[src/rtl/lsc_pkg.sv]
package lsc_pkg;

  // Which copy owns the shared bus after the strap is taken.
  typedef enum logic {
    MST_A = 1'b0,
    MST_B = 1'b1
  } master_sel_e;

  localparam int unsigned NUM_COPIES = 2;

endpackage

[src/rtl/lsc_lane_reg.sv]
// Output register stage for one replicated copy: data plus enables.
module lsc_lane_reg #(
  parameter int unsigned W = 8
) (
  input  logic         clk,
  input  logic         rst_n,
  input  logic         cap_en,
  input  logic [W-1:0] d_in,
  input  logic [W-1:0] oe_in,
  output logic [W-1:0] d_q,
  output logic [W-1:0] oe_q
);

  logic [W-1:0] d_nxt;
  logic [W-1:0] oe_nxt;

  always_comb begin
    d_nxt  = d_q;
    oe_nxt = oe_q;
    if (cap_en) begin
      d_nxt  = d_in;
      oe_nxt = oe_in;
    end
  end

  always_ff @(posedge clk or negedge rst_n) begin
    if (!rst_n) begin
      d_q  <= '0;
      oe_q <= '0;
    end else begin
      d_q  <= d_nxt;
      oe_q <= oe_nxt;
    end
  end

endmodule

[src/rtl/lsc_role_ctl.sv]
// Takes the role strap once on the first edge after reset, then freezes it.
module lsc_role_ctl
  import lsc_pkg::*;
(
  input  logic        clk,
  input  logic        rst_n,
  input  logic        strap_i,
  output logic        armed_o,
  output master_sel_e role_o
);

  logic        armed_q;
  logic        armed_nxt;
  master_sel_e role_q;
  master_sel_e role_nxt;

  always_comb begin
    armed_nxt = armed_q;
    role_nxt  = role_q;
    if (!armed_q) begin
      armed_nxt = 1'b1;
      role_nxt  = master_sel_e'(strap_i);
    end
  end

  always_ff @(posedge clk or negedge rst_n) begin
    if (!rst_n) begin
      armed_q <= 1'b0;
      role_q  <= MST_A;
    end else begin
      armed_q <= armed_nxt;
      role_q  <= role_nxt;
    end
  end

  assign armed_o = armed_q;
  assign role_o  = role_q;

  // once taken, the role never moves and the block stays armed
  a_r2_role_frozen: assert property (@(posedge clk) disable iff (!rst_n)
    armed_q |=> (armed_q && $stable(role_q)));

endmodule

[src/rtl/lsc_mask_cmp.sv]
// Checker-side comparison: would-be value versus observed bus value,
// masked by the checker's enables, plus a check of the enable vectors.
module lsc_mask_cmp #(
  parameter int unsigned W   = 8,
  parameter int unsigned GRP = 4
) (
  input  logic         en_i,
  input  logic [W-1:0] chk_d_i,
  input  logic [W-1:0] chk_oe_i,
  input  logic [W-1:0] bus_d_i,
  input  logic [W-1:0] mst_oe_i,
  output logic         mism_o
);

  localparam int unsigned NGRP = (W + GRP - 1) / GRP;

  logic [W-1:0]    diff_bits;
  logic [NGRP-1:0] grp_hit;

  always_comb begin
    diff_bits = ((chk_d_i ^ bus_d_i) & chk_oe_i) | (chk_oe_i ^ mst_oe_i);
  end

  // Reduction split into groups to keep the OR tree shallow and regular.
  for (genvar g = 0; g < NGRP; g++) begin : g_grp
    localparam int unsigned LO = g * GRP;
    localparam int unsigned HI = ((g + 1) * GRP > W) ? (W - 1) : ((g + 1) * GRP - 1);
    assign grp_hit[g] = |diff_bits[HI:LO];
  end

  assign mism_o = en_i & (|grp_hit);

endmodule

[src/rtl/lsc_err_hold.sv]
// Sticky mismatch flag with synchronous clear; a new mismatch beats clear.
module lsc_err_hold (
  input  logic clk,
  input  logic rst_n,
  input  logic mism_i,
  input  logic clr_i,
  output logic err_o
);

  logic err_q;
  logic err_nxt;

  always_comb begin
    err_nxt = err_q;
    if (clr_i) begin
      err_nxt = 1'b0;
    end
    if (mism_i) begin
      err_nxt = 1'b1;
    end
  end

  always_ff @(posedge clk or negedge rst_n) begin
    if (!rst_n) begin
      err_q <= 1'b0;
    end else begin
      err_q <= err_nxt;
    end
  end

  assign err_o = err_q;

  // a registered mismatch raises the flag on the next edge
  a_r5_mismatch_sets_err: assert property (@(posedge clk) disable iff (!rst_n)
    mism_i |=> err_o);

  // the flag holds until a clear is seen
  a_r7_sticky: assert property (@(posedge clk) disable iff (!rst_n)
    (err_o && !clr_i) |=> err_o);

  // a clear without a competing mismatch drops the flag
  a_r7_clear_works: assert property (@(posedge clk) disable iff (!rst_n)
    (clr_i && !mism_i) |=> !err_o);

  // the flag never rises without a mismatch
  a_r5_no_spurious: assert property (@(posedge clk) disable iff (!rst_n)
    (!err_o && !mism_i) |=> !err_o);

endmodule

[src/rtl/lockstep_pair_cmp.sv]
// Master-checker lockstep comparator for two replicated copies.
module lockstep_pair_cmp
  import lsc_pkg::*;
#(
  parameter int unsigned W   = 8,
  parameter int unsigned GRP = 4
) (
  input  logic         clk,
  input  logic         rst_n,
  input  logic         role_strap_i,
  input  logic [W-1:0] a_data_i,
  input  logic [W-1:0] a_oe_i,
  input  logic [W-1:0] b_data_i,
  input  logic [W-1:0] b_oe_i,
  input  logic         err_clr_i,
  output logic [W-1:0] pad_data_o,
  output logic [W-1:0] pad_oe_o,
  output logic         err_o
);

  logic        armed;
  master_sel_e role;
  logic        mism;
  logic        err_q;

  logic [W-1:0] cp_d_in  [NUM_COPIES];
  logic [W-1:0] cp_oe_in [NUM_COPIES];
  logic [W-1:0] cp_d_q   [NUM_COPIES];
  logic [W-1:0] cp_oe_q  [NUM_COPIES];

  logic [W-1:0] mst_d;
  logic [W-1:0] mst_oe;
  logic [W-1:0] chk_d;
  logic [W-1:0] chk_oe;

  assign cp_d_in[0]  = a_data_i;
  assign cp_oe_in[0] = a_oe_i;
  assign cp_d_in[1]  = b_data_i;
  assign cp_oe_in[1] = b_oe_i;

  lsc_role_ctl u_role (
    .clk     (clk),
    .rst_n   (rst_n),
    .strap_i (role_strap_i),
    .armed_o (armed),
    .role_o  (role)
  );

  for (genvar c = 0; c < NUM_COPIES; c++) begin : g_copy
    lsc_lane_reg #(.W(W)) u_lane (
      .clk    (clk),
      .rst_n  (rst_n),
      .cap_en (1'b1),
      .d_in   (cp_d_in[c]),
      .oe_in  (cp_oe_in[c]),
      .d_q    (cp_d_q[c]),
      .oe_q   (cp_oe_q[c])
    );
  end

  // Role steering: master feeds the bus, checker feeds the comparator.
  always_comb begin
    if (role == MST_B) begin
      mst_d  = cp_d_q[1];
      mst_oe = cp_oe_q[1];
      chk_d  = cp_d_q[0];
      chk_oe = cp_oe_q[0];
    end else begin
      mst_d  = cp_d_q[0];
      mst_oe = cp_oe_q[0];
      chk_d  = cp_d_q[1];
      chk_oe = cp_oe_q[1];
    end
  end

  // The checker observes what is actually placed on the bus data lines.
  lsc_mask_cmp #(.W(W), .GRP(GRP)) u_cmp (
    .en_i     (armed),
    .chk_d_i  (chk_d),
    .chk_oe_i (chk_oe),
    .bus_d_i  (pad_data_o),
    .mst_oe_i (mst_oe),
    .mism_o   (mism)
  );

  lsc_err_hold u_err (
    .clk    (clk),
    .rst_n  (rst_n),
    .mism_i (mism),
    .clr_i  (err_clr_i),
    .err_o  (err_q)
  );

  assign pad_data_o = mst_d;
  assign pad_oe_o   = (armed && !err_q) ? mst_oe : '0;
  assign err_o      = err_q;

  // a held error leaves no enable active on the bus
  a_r8_oe_off_on_err: assert property (@(posedge clk) disable iff (!rst_n)
    err_o |-> (pad_oe_o == '0));

  // bus data is copy A's vector one cycle later when A is master
  a_r3_bus_from_a: assert property (@(posedge clk) disable iff (!rst_n)
    (armed && role == MST_A) |=> (pad_data_o == $past(a_data_i)));

  // bus data is copy B's vector one cycle later when B is master
  a_r4_bus_from_b: assert property (@(posedge clk) disable iff (!rst_n)
    (armed && role == MST_B) |=> (pad_data_o == $past(b_data_i)));

endmodule

[config.mk]
export PLATFORM = sky130hd
export DESIGN_NAME = lockstep_pair_cmp
export DESIGN_NICKNAME = d
export VERILOG_FILES = /design/src/rtl/lsc_pkg.sv /design/src/rtl/lsc_lane_reg.sv /design/src/rtl/lsc_role_ctl.sv /design/src/rtl/lsc_mask_cmp.sv /design/src/rtl/lsc_err_hold.sv /design/src/rtl/lockstep_pair_cmp.sv
export SDC_FILE = /design/constraint.sdc
export NUM_CORES = 1
export LEC_CHECK = 0
export BUFFER_PORTS_ARGS = -buffer_cell sky130_fd_sc_hd__buf_4
export CORE_ASPECT_RATIO = 0.9
export CORE_MARGIN = 5
export CORE_UTILIZATION = 47
export CTS_CLUSTER_DIAMETER = 200
export CTS_CLUSTER_SIZE = 20
export DETAILED_ROUTE_END_ITERATION = 8
export MAX_ROUTING_LAYER = met4
export PLACE_DENSITY = 0.77
export REMOVE_ABC_BUFFERS = 1
export SLEW_MARGIN = 10
export SYNTH_ARGS = -nofsm -noshare
export SYNTH_HDL_FRONTEND = slang
export SYNTH_SLANG_ARGS = --single-unit
[constraint.sdc]
create_clock -name clk -period 1.9 [get_ports clk]
set_input_delay 0.285 -clock clk [delete_from_list [all_inputs] [get_ports clk]]
set_output_delay 0.285 -clock clk [all_outputs]
set_load 0.1 [all_outputs]
==> flow_metrics.py, run 1 <==
metrics = {
    "die": {
        "fp.coreArea_um2": 2750,
        "die_w_um": 66.2,
        "pin_count": 53,
        "fp-row-count": 18,
        "initial_core_util": 0.487,
        "die_h_um": 60.6,
        "dieArea_um2": 4010,
    },
    "worst_setup_path": {
        "r2r_cells": 4,
        "critPathCapture": "pad_data_o[4]",
        "crit_path_max_fanout": 9,
        "reg2reg_from": "g_copy[1].u_lane.oe_q[3]$_DFF_PN0_",
        "crit_path_start": "u_role.role_o$_DFFE_PN0N_",
        "r2r-end": "u_err.err_o$_DFFE_PN0P_",
        "cp-start-kind": "flip-flop",
        "worst-setup-path-type": "flip-flop to output port",
        "reg2reg_setup_slack_ps": 180,
        "crit_path_end_kind": "output port",
        "worstPathArrival_ps": 1550,
        "cp_data_required_time_ps": 1620,
    },
    "grt": {
        "grt_start_max_net_pins": 36,
        "met2_usage": 0.284,
        "antenna_found_initial": 0,
        "met3_usage": 0.0444,
        "track_usage": 0.178,
        "busiest_layer": "met2",
        "use_met1": 0.211,
        "grt_pass1_vias": 1080,
        "grt_pass1_wl_mm": 4.92,
        "grt_overflow": 0,
    },
    "pwr": {
        "switching_share": 0.319,
        "seqPwrFrac": 0.483,
        "p_sw_mw": 0.540,
        "clock_power_share": 0.263,
        "ir_drop_v": 0.000500,
        "powerDensity_nw_per_um2": 893,
        "combPwrFrac": 0.254,
        "p_int_mw": 1.15,
        "p_leak_nw": 0.914,
    },
    "routing": {
        "wl_per_cell_um": 14.3,
        "antenna_left": 0,
        "first_iter_violations": 41,
        "dr.pass1.iters": 4,
        "drc": 0,
        "wirelength_mm": 2.93,
        "num_vias": 991,
        "viasPerCell": 4.83,
    },
    "sta": {
        "skew_ps": 7.91,
        "finalWorstSetupSlack_ps": 61.4,
        "hold_violations": 0,
        "fmax_mhz": 544,
        "finalCritPeriodShare": 0.968,
        "min_period_ps": 1840,
        "slew_violations": 0,
        "setup_viol": 0,
    },
    "yosys": {
        "synth_cells": 102,
        "muxShareOfSynthArea": 0.128,
        "syn_area_per_cell_um2": 13.1,
        "netlist_area_um2": 1340,
        "synth_edf_count": 0,
        "ys_async_sr_fraction": 1.00,
        "synthXorXnorAreaFrac": 0.0589,
        "synth_largest_area_cell": "dfrtp_1",
        "ys_seq_area_frac": 0.655,
        "ys_top_cells_by_area": "dfrtp_1 65%, mux2_2 7.6%, mux2i_1 5.2%, xnor2_1 4.6%, nor2_1 2.2%",
        "ys.flop_type": "dfrtp_1",
        "synth.top_cell.area_share": 0.655,
        "yosysMostFrequentCell": "dfrtp_1",
        "yosys_warnings": 0,
        "synth_top_family_by_area": "multiplexers",
        "synth-compound-area-share": 0.0674,
        "yosysUniqueCellTypes": 23,
        "synthTopCellsByCount": "35 x dfrtp_1, 9 x mux2_2, 8 x nor2_1, 7 x mux2i_1, 7 x xnor2_1",
        "synthSimpleGateAreaFrac": 0.0674,
        "ys_seq_elements": 35,
        "yosys.area_share.adder": 0,
    },
    "placed_design": {
        "place_area_um2": 1790,
        "port_buffers": 52,
        "place_ws_ps": 255,
        "dp_hpwl_mm": 2.20,
        "place_congestion": 0.756,
    },
    "final_layout": {
        "num_antenna_cells": 0,
        "final_cell_area_um2": 1900,
        "fin_nets": 200,
        "final.fill_count": 225,
        "syn_to_final_growth_pct": 41.8,
        "drive_above_1_share": 0.455,
    },
    "clocking": {
        "clkSinkCount": 35,
        "cts-htree-levels": 2,
        "clk_path_buf_depth": 2,
        "cts_root_buf": "clkbuf_4",
        "cts.clk_slew.worst_paths_ps": 100,
        "clk_latency_ps": 340,
        "numCtsBuffers": 5,
        "cts_tree": "done",
    },
    "outcome": {
        "status": "finished, final reports clean",
    },
    "flow_run": {
        "maxCapViolCount": 0,
    },
    "min_path": {
        "hp-class": "input port to flip-flop",
    },
}
-- area by class of cell --
type / instances / area [um^2] / area share
flip-flops and latches: 35 / 877 / 0.462
inverters: 4 / 15.0 / 0.00792
clock buffers: 8 / 68.8 / 0.0363
well taps: 40 / 50.0 / 0.0264
multi-input cells: 60 / 437 / 0.230
repair buffers: 58 / 449 / 0.237
-- power by group through the flow --
stage          sequential (mW)  clock, mW  combinational [mW]
3_3_place_gp             0.831          0               0.417
6_report                 0.818      0.446               0.430
2_1_floorplan            0.842          0               0.271
5_1_grt                  0.826      0.492               0.454
4_1_cts                  0.819      0.460               0.424
3_5_place_dp             0.833          0               0.420
-- worst max-delay path, cell delays in order, from the launching register on --
cell	delay [ps]
dfrtp_2	460
buf_4	180
mux2_2	340
buf_4	230
-- worst min path at each step --
| stage | from | to | depth (start not counted) |
|---|---|---|---|
| finish | a_data_i[0] | g_copy[0].u_lane.d_q[0]$_DFF_PN0_ | 1 |
| global placement | rst_n | g_copy[1].u_lane.d_q[0]$_DFF_PN0_ | 1 |
| floorplan | rst_n | g_copy[0].u_lane.d_q[0]$_DFF_PN0_ | 0 |
| detailed placement | rst_n | g_copy[1].u_lane.d_q[0]$_DFF_PN0_ | 1 |
| global route | b_data_i[7] | g_copy[1].u_lane.d_q[7]$_DFF_PN0_ | 1 |
| CTS | a_data_i[0] | g_copy[0].u_lane.d_q[0]$_DFF_PN0_ | 1 |
-- layer usage --
metal  vias to the layer above  part of all wire
met5                         -                 0
met4                         0             0.024
met3                         7             0.075
met2                        39              0.49
met1                       473              0.41
li1                        472                 -
-- registers in the layout, summed over array words and instances (netlist names) --
signal              flops
g_copy.u_lane.d_q      16
g_copy.u_lane.oe_q     16
u_err.err_o             1
u_role.armed_o          1
u_role.role_o           1
-- layout by cell type, fill, tap and decap left out, drive strengths merged --
| cell | synthesis | final |
|---|---|---|
| a221oi | 2 | 2 |
| dfrtp | 35 | 35 |
| xnor2 | 7 | 7 |
| o21ai | 4 | 4 |
| o211ai | 1 | 1 |
| xor2 | 2 | 2 |
| buf | 1 | 57 |
| a222oi | 1 | 1 |
| inv | 4 | 4 |
| o32a | 1 | 1 |
| nand2b | 2 | 2 |
| mux2i | 7 | 7 |
| a21oi | 5 | 5 |
| nor2b | 1 | 1 |
| conb | 1 | 1 |
| or3 | 1 | 1 |
| dlygate4sd3 | 0 | 1 |
| nand3 | 2 | 2 |
| and3 | 1 | 1 |
| clkbuf | 2 | 8 |
| nand2 | 5 | 5 |
| mux2 | 9 | 9 |
| nor2 | 8 | 8 |
-- metrics by stage --
| stage | util | cells | TNS (ps) | total power [mW] | hold slack, ps |
|---|---|---|---|---|---|
| after floorplan | - | 99 | -6590 | 1.11 | -10.6 |
| final | 0.690 | 205 | 0 | 1.69 | 45.4 |
| after global placement | 0.651 | 194 | 0 | 1.25 | 248 |
| after CTS | 0.680 | 203 | 0 | 1.70 | 34.1 |
| after global routing | 0.690 | 205 | -2.37 | 1.77 | 17.2 |
| after detailed placement | 0.651 | 194 | 0 | 1.25 | 254 |
-- timing repair --
action | CTS | global route
setup endpoints to repair | 10 | 12
gates cloned | 0 | 0
endpoints found under the hold margin | 35 | 0
setup buffers | 0 | 2
pin swaps | 0 | 0
gates resized for setup | 1 | 4
hold buffers | 1 | 0
-- kinds of logic after synthesis --
group | count (synthesis)
AOI/OAI and AO/OA | 14
DFF | 35
and+or+nand+nor | 20
xor gates and xnor gates | 9
other | 1
muxes | 16
buffers and inverters | 7
Power figures use the tool's default switching activity.
==> run 2: changes to the inputs <==
--- a/config.mk
+++ b/config.mk
@@ -5,7 +5,7 @@
 export SDC_FILE = /design/constraint.sdc
 export NUM_CORES = 1
 export LEC_CHECK = 0
-export BUFFER_PORTS_ARGS = -buffer_cell sky130_fd_sc_hd__buf_4
+export BUFFER_PORTS_ARGS = -buffer_cell sky130_fd_sc_hd__buf_2
 export CORE_ASPECT_RATIO = 0.9
 export CORE_MARGIN = 5
 export CORE_UTILIZATION = 47
==> flow_metrics.py, run 2 (synthesis gave the netlist of run 1 again) <==
metrics = {
    "outcome": {
        "status": "finished, final reports clean",
    },
    "worst_setup_path": {
        "cp-start-kind": "flip-flop",
        "cpPeakStageDelay_ps": 470,
        "worst-setup-path-type": "flip-flop to output port",
        "crit_path_end_kind": "output port",
        "path_cells": "buf_4, mux2_2, buf_12",
        "slowest_stage": "dfrtp_2",
        "crit_path_max_fanout": 8,
        "cp_data_required_time_ps": 1620,
        "worstPathArrival_ps": 1550,
    },
    "die": {
        "initial_core_util": 0.487,
        "pin_count": 53,
        "die_w_um": 66.2,
        "dieArea_um2": 4010,
        "fp.coreArea_um2": 2750,
        "die_h_um": 60.6,
        "fp-row-count": 18,
    },
    "sta": {
        "skew_ps": 6.79,
        "holdWs_ps": 12.6,
        "finalCritPeriodShare": 0.967,
        "slew_violations": 0,
        "setup_tns_ps": 0,
        "tightest_slew_ps": 732,
        "hold_violations": 0,
        "setup_viol": 0,
        "min_period_ps": 1840,
        "maxSlewHeadroom": 0.512,
        "rsz0062_at_grt": "false",
        "fmax_mhz": 544,
    },
    "pwr": {
        "p_int_mw": 1.38,
        "p_sw_mw": 0.557,
        "power.total_mw": 1.94,
        "switching_share": 0.288,
        "powerDensity_nw_per_um2": 969,
        "p_leak_nw": 0.935,
        "combPwrFrac": 0.245,
        "seqPwrFrac": 0.423,
        "clock_power_share": 0.332,
        "ir_drop_v": 0.000597,
    },
    "routing": {
        "wirelength_mm": 2.83,
        "wl_per_cell_um": 14.1,
        "viasPerCell": 4.81,
        "drc": 0,
        "dr.pass1.iters": 4,
        "num_vias": 966,
        "antenna_left": 0,
        "first_iter_violations": 63,
    },
    "grt": {
        "grt_overflow": 0,
        "antenna_found_initial": 0,
        "grt_pass1_vias": 1047,
        "track_usage": 0.171,
        "grt_pass1_wl_mm": 4.73,
        "grt_start_max_net_pins": 36,
    },
    "clocking": {
        "post_cts_buffers": 0,
        "clk_path_buf_depth": 2,
        "clkSinkCount": 35,
        "cts_hold_buf": 0,
        "cts_root_buf": "clkbuf_4",
        "cts_tree": "done",
        "cts-htree-levels": 2,
        "cts.clk_slew.worst_paths_ps": 100,
        "clk_latency_ps": 320,
        "numCtsBuffers": 5,
    },
    "final_layout": {
        "fin_nets": 196,
        "top_regs": "g_copy.u_lane.d_q: 16 flops, g_copy.u_lane.oe_q: 16 flops",
        "final_cell_mix": "36 x buf_2, 34 x dfrtp_1, 16 x buf_12, 9 x mux2_2, 8 x nor2_1",
        "syn_to_final_growth_pct": 49.3,
        "final.fill_count": 207,
        "num_antenna_cells": 0,
        "final_common_cell": "buf_2",
        "drive_above_1_share": 0.447,
    },
    "placed_design": {
        "place_congestion": 0.781,
        "dp_hpwl_mm": 2.23,
        "port_buffers": 52,
    },
    "min_path": {
        "hp-class": "input port to async pin",
    },
    "flow_run": {
        "maxCapViolCount": 0,
    },
}
## run 2: changes by cell type in the layout (fill, tap and decap cells not counted)
cell and delta:
buf_4 -52, buf_2 +36, buf_12 +16, buf_6 -3, bufinv_16 +2, clkbuf_8 -2, a21oi_1 -1, a21oi_2 +1
dlygate4sd3_1 -1, nand2b_1 +1, nand2b_2 -1
## run 2: per-stage QoR
step           setup WS (ps)   util  instance area, um^2  cells
2_1_floorplan          -1000      -                 1330     99
3_3_place_gp             347  0.688                 1890    193
3_5_place_dp             273  0.688                 1890    193
4_1_cts                 42.5  0.725                 1990    201
5_1_grt                 7.53  0.727                 2000    201
6_report                62.4  0.727                 2000    201
## run 2: timing repair
| item | CTS | global route |
|---|---|---|
| endpoints found under the hold margin | 0 | 0 |
| endpoints found under the setup margin | 6 | 1 |
| gates resized for setup | 1 | 1 |
## run 2: worst paths after layout
path | from | to | slack (ps) | depth (start not counted)
worst min-delay path | rst_n | g_copy[0].u_lane.d_q[0]$_DFF_PN0_ | 10 | 1
worst min register to register | u_role.armed_o$_DFF_PN0_ | u_err.err_o$_DFFE_PN0P_ | 580 | 1
worst max register to register | g_copy[1].u_lane.oe_q[3]$_DFF_PN0_ | u_err.err_o$_DFFE_PN0P_ | 230 | 4
max in group asynchronous | rst_n | u_role.role_o$_DFFE_PN0N_ | 1380 | 1
min in group clk | a_oe_i[2] | g_copy[0].u_lane.oe_q[2]$_DFF_PN0_ | 60 | 1
worst max-delay path | u_role.role_o$_DFFE_PN0N_ | pad_data_o[3] | 60 | 3
## run 2: final cells by class
| cell class | count | area, um^2 | share of cell area |
|---|---|---|---|
| clock buffers | 6 | 41.3 | 0.0207 |
| clock inverters | 2 | 60.1 | 0.0301 |
| inverters | 4 | 15.0 | 0.00752 |
| multi-input cells | 60 | 438 | 0.219 |
| flip-flops and latches | 35 | 877 | 0.439 |
| well taps | 40 | 50.0 | 0.0251 |
| repair buffers | 54 | 515 | 0.258 |
## run 2: power by group through the flow
stage | combinational, mW | clock (mW) | sequential [mW]
after floorplan | 0.271 | 0 | 0.842
after global placement | 0.471 | 0 | 0.828
after global routing | 0.498 | 0.693 | 0.824
after CTS | 0.479 | 0.660 | 0.818
after detailed placement | 0.477 | 0 | 0.832
final | 0.475 | 0.643 | 0.818
## run 2: critical path, delay by kind of cell (launching register included)
kind                   cells  cell delay, ps
muxes                      1             380
buffers and inverters      2             380
DFF                        1             470
## run 2: per-layer routing
metal / part of all wire / vias to the layer above / GRT usage
li1: - / 459 / -
met1: 0.42 / 473 / 0.210
met2: 0.50 / 32 / 0.266
met3: 0.070 / 2 / 0.0519
met4: 0.0067 / 0 / 0.0696
met5: 0 / - / -
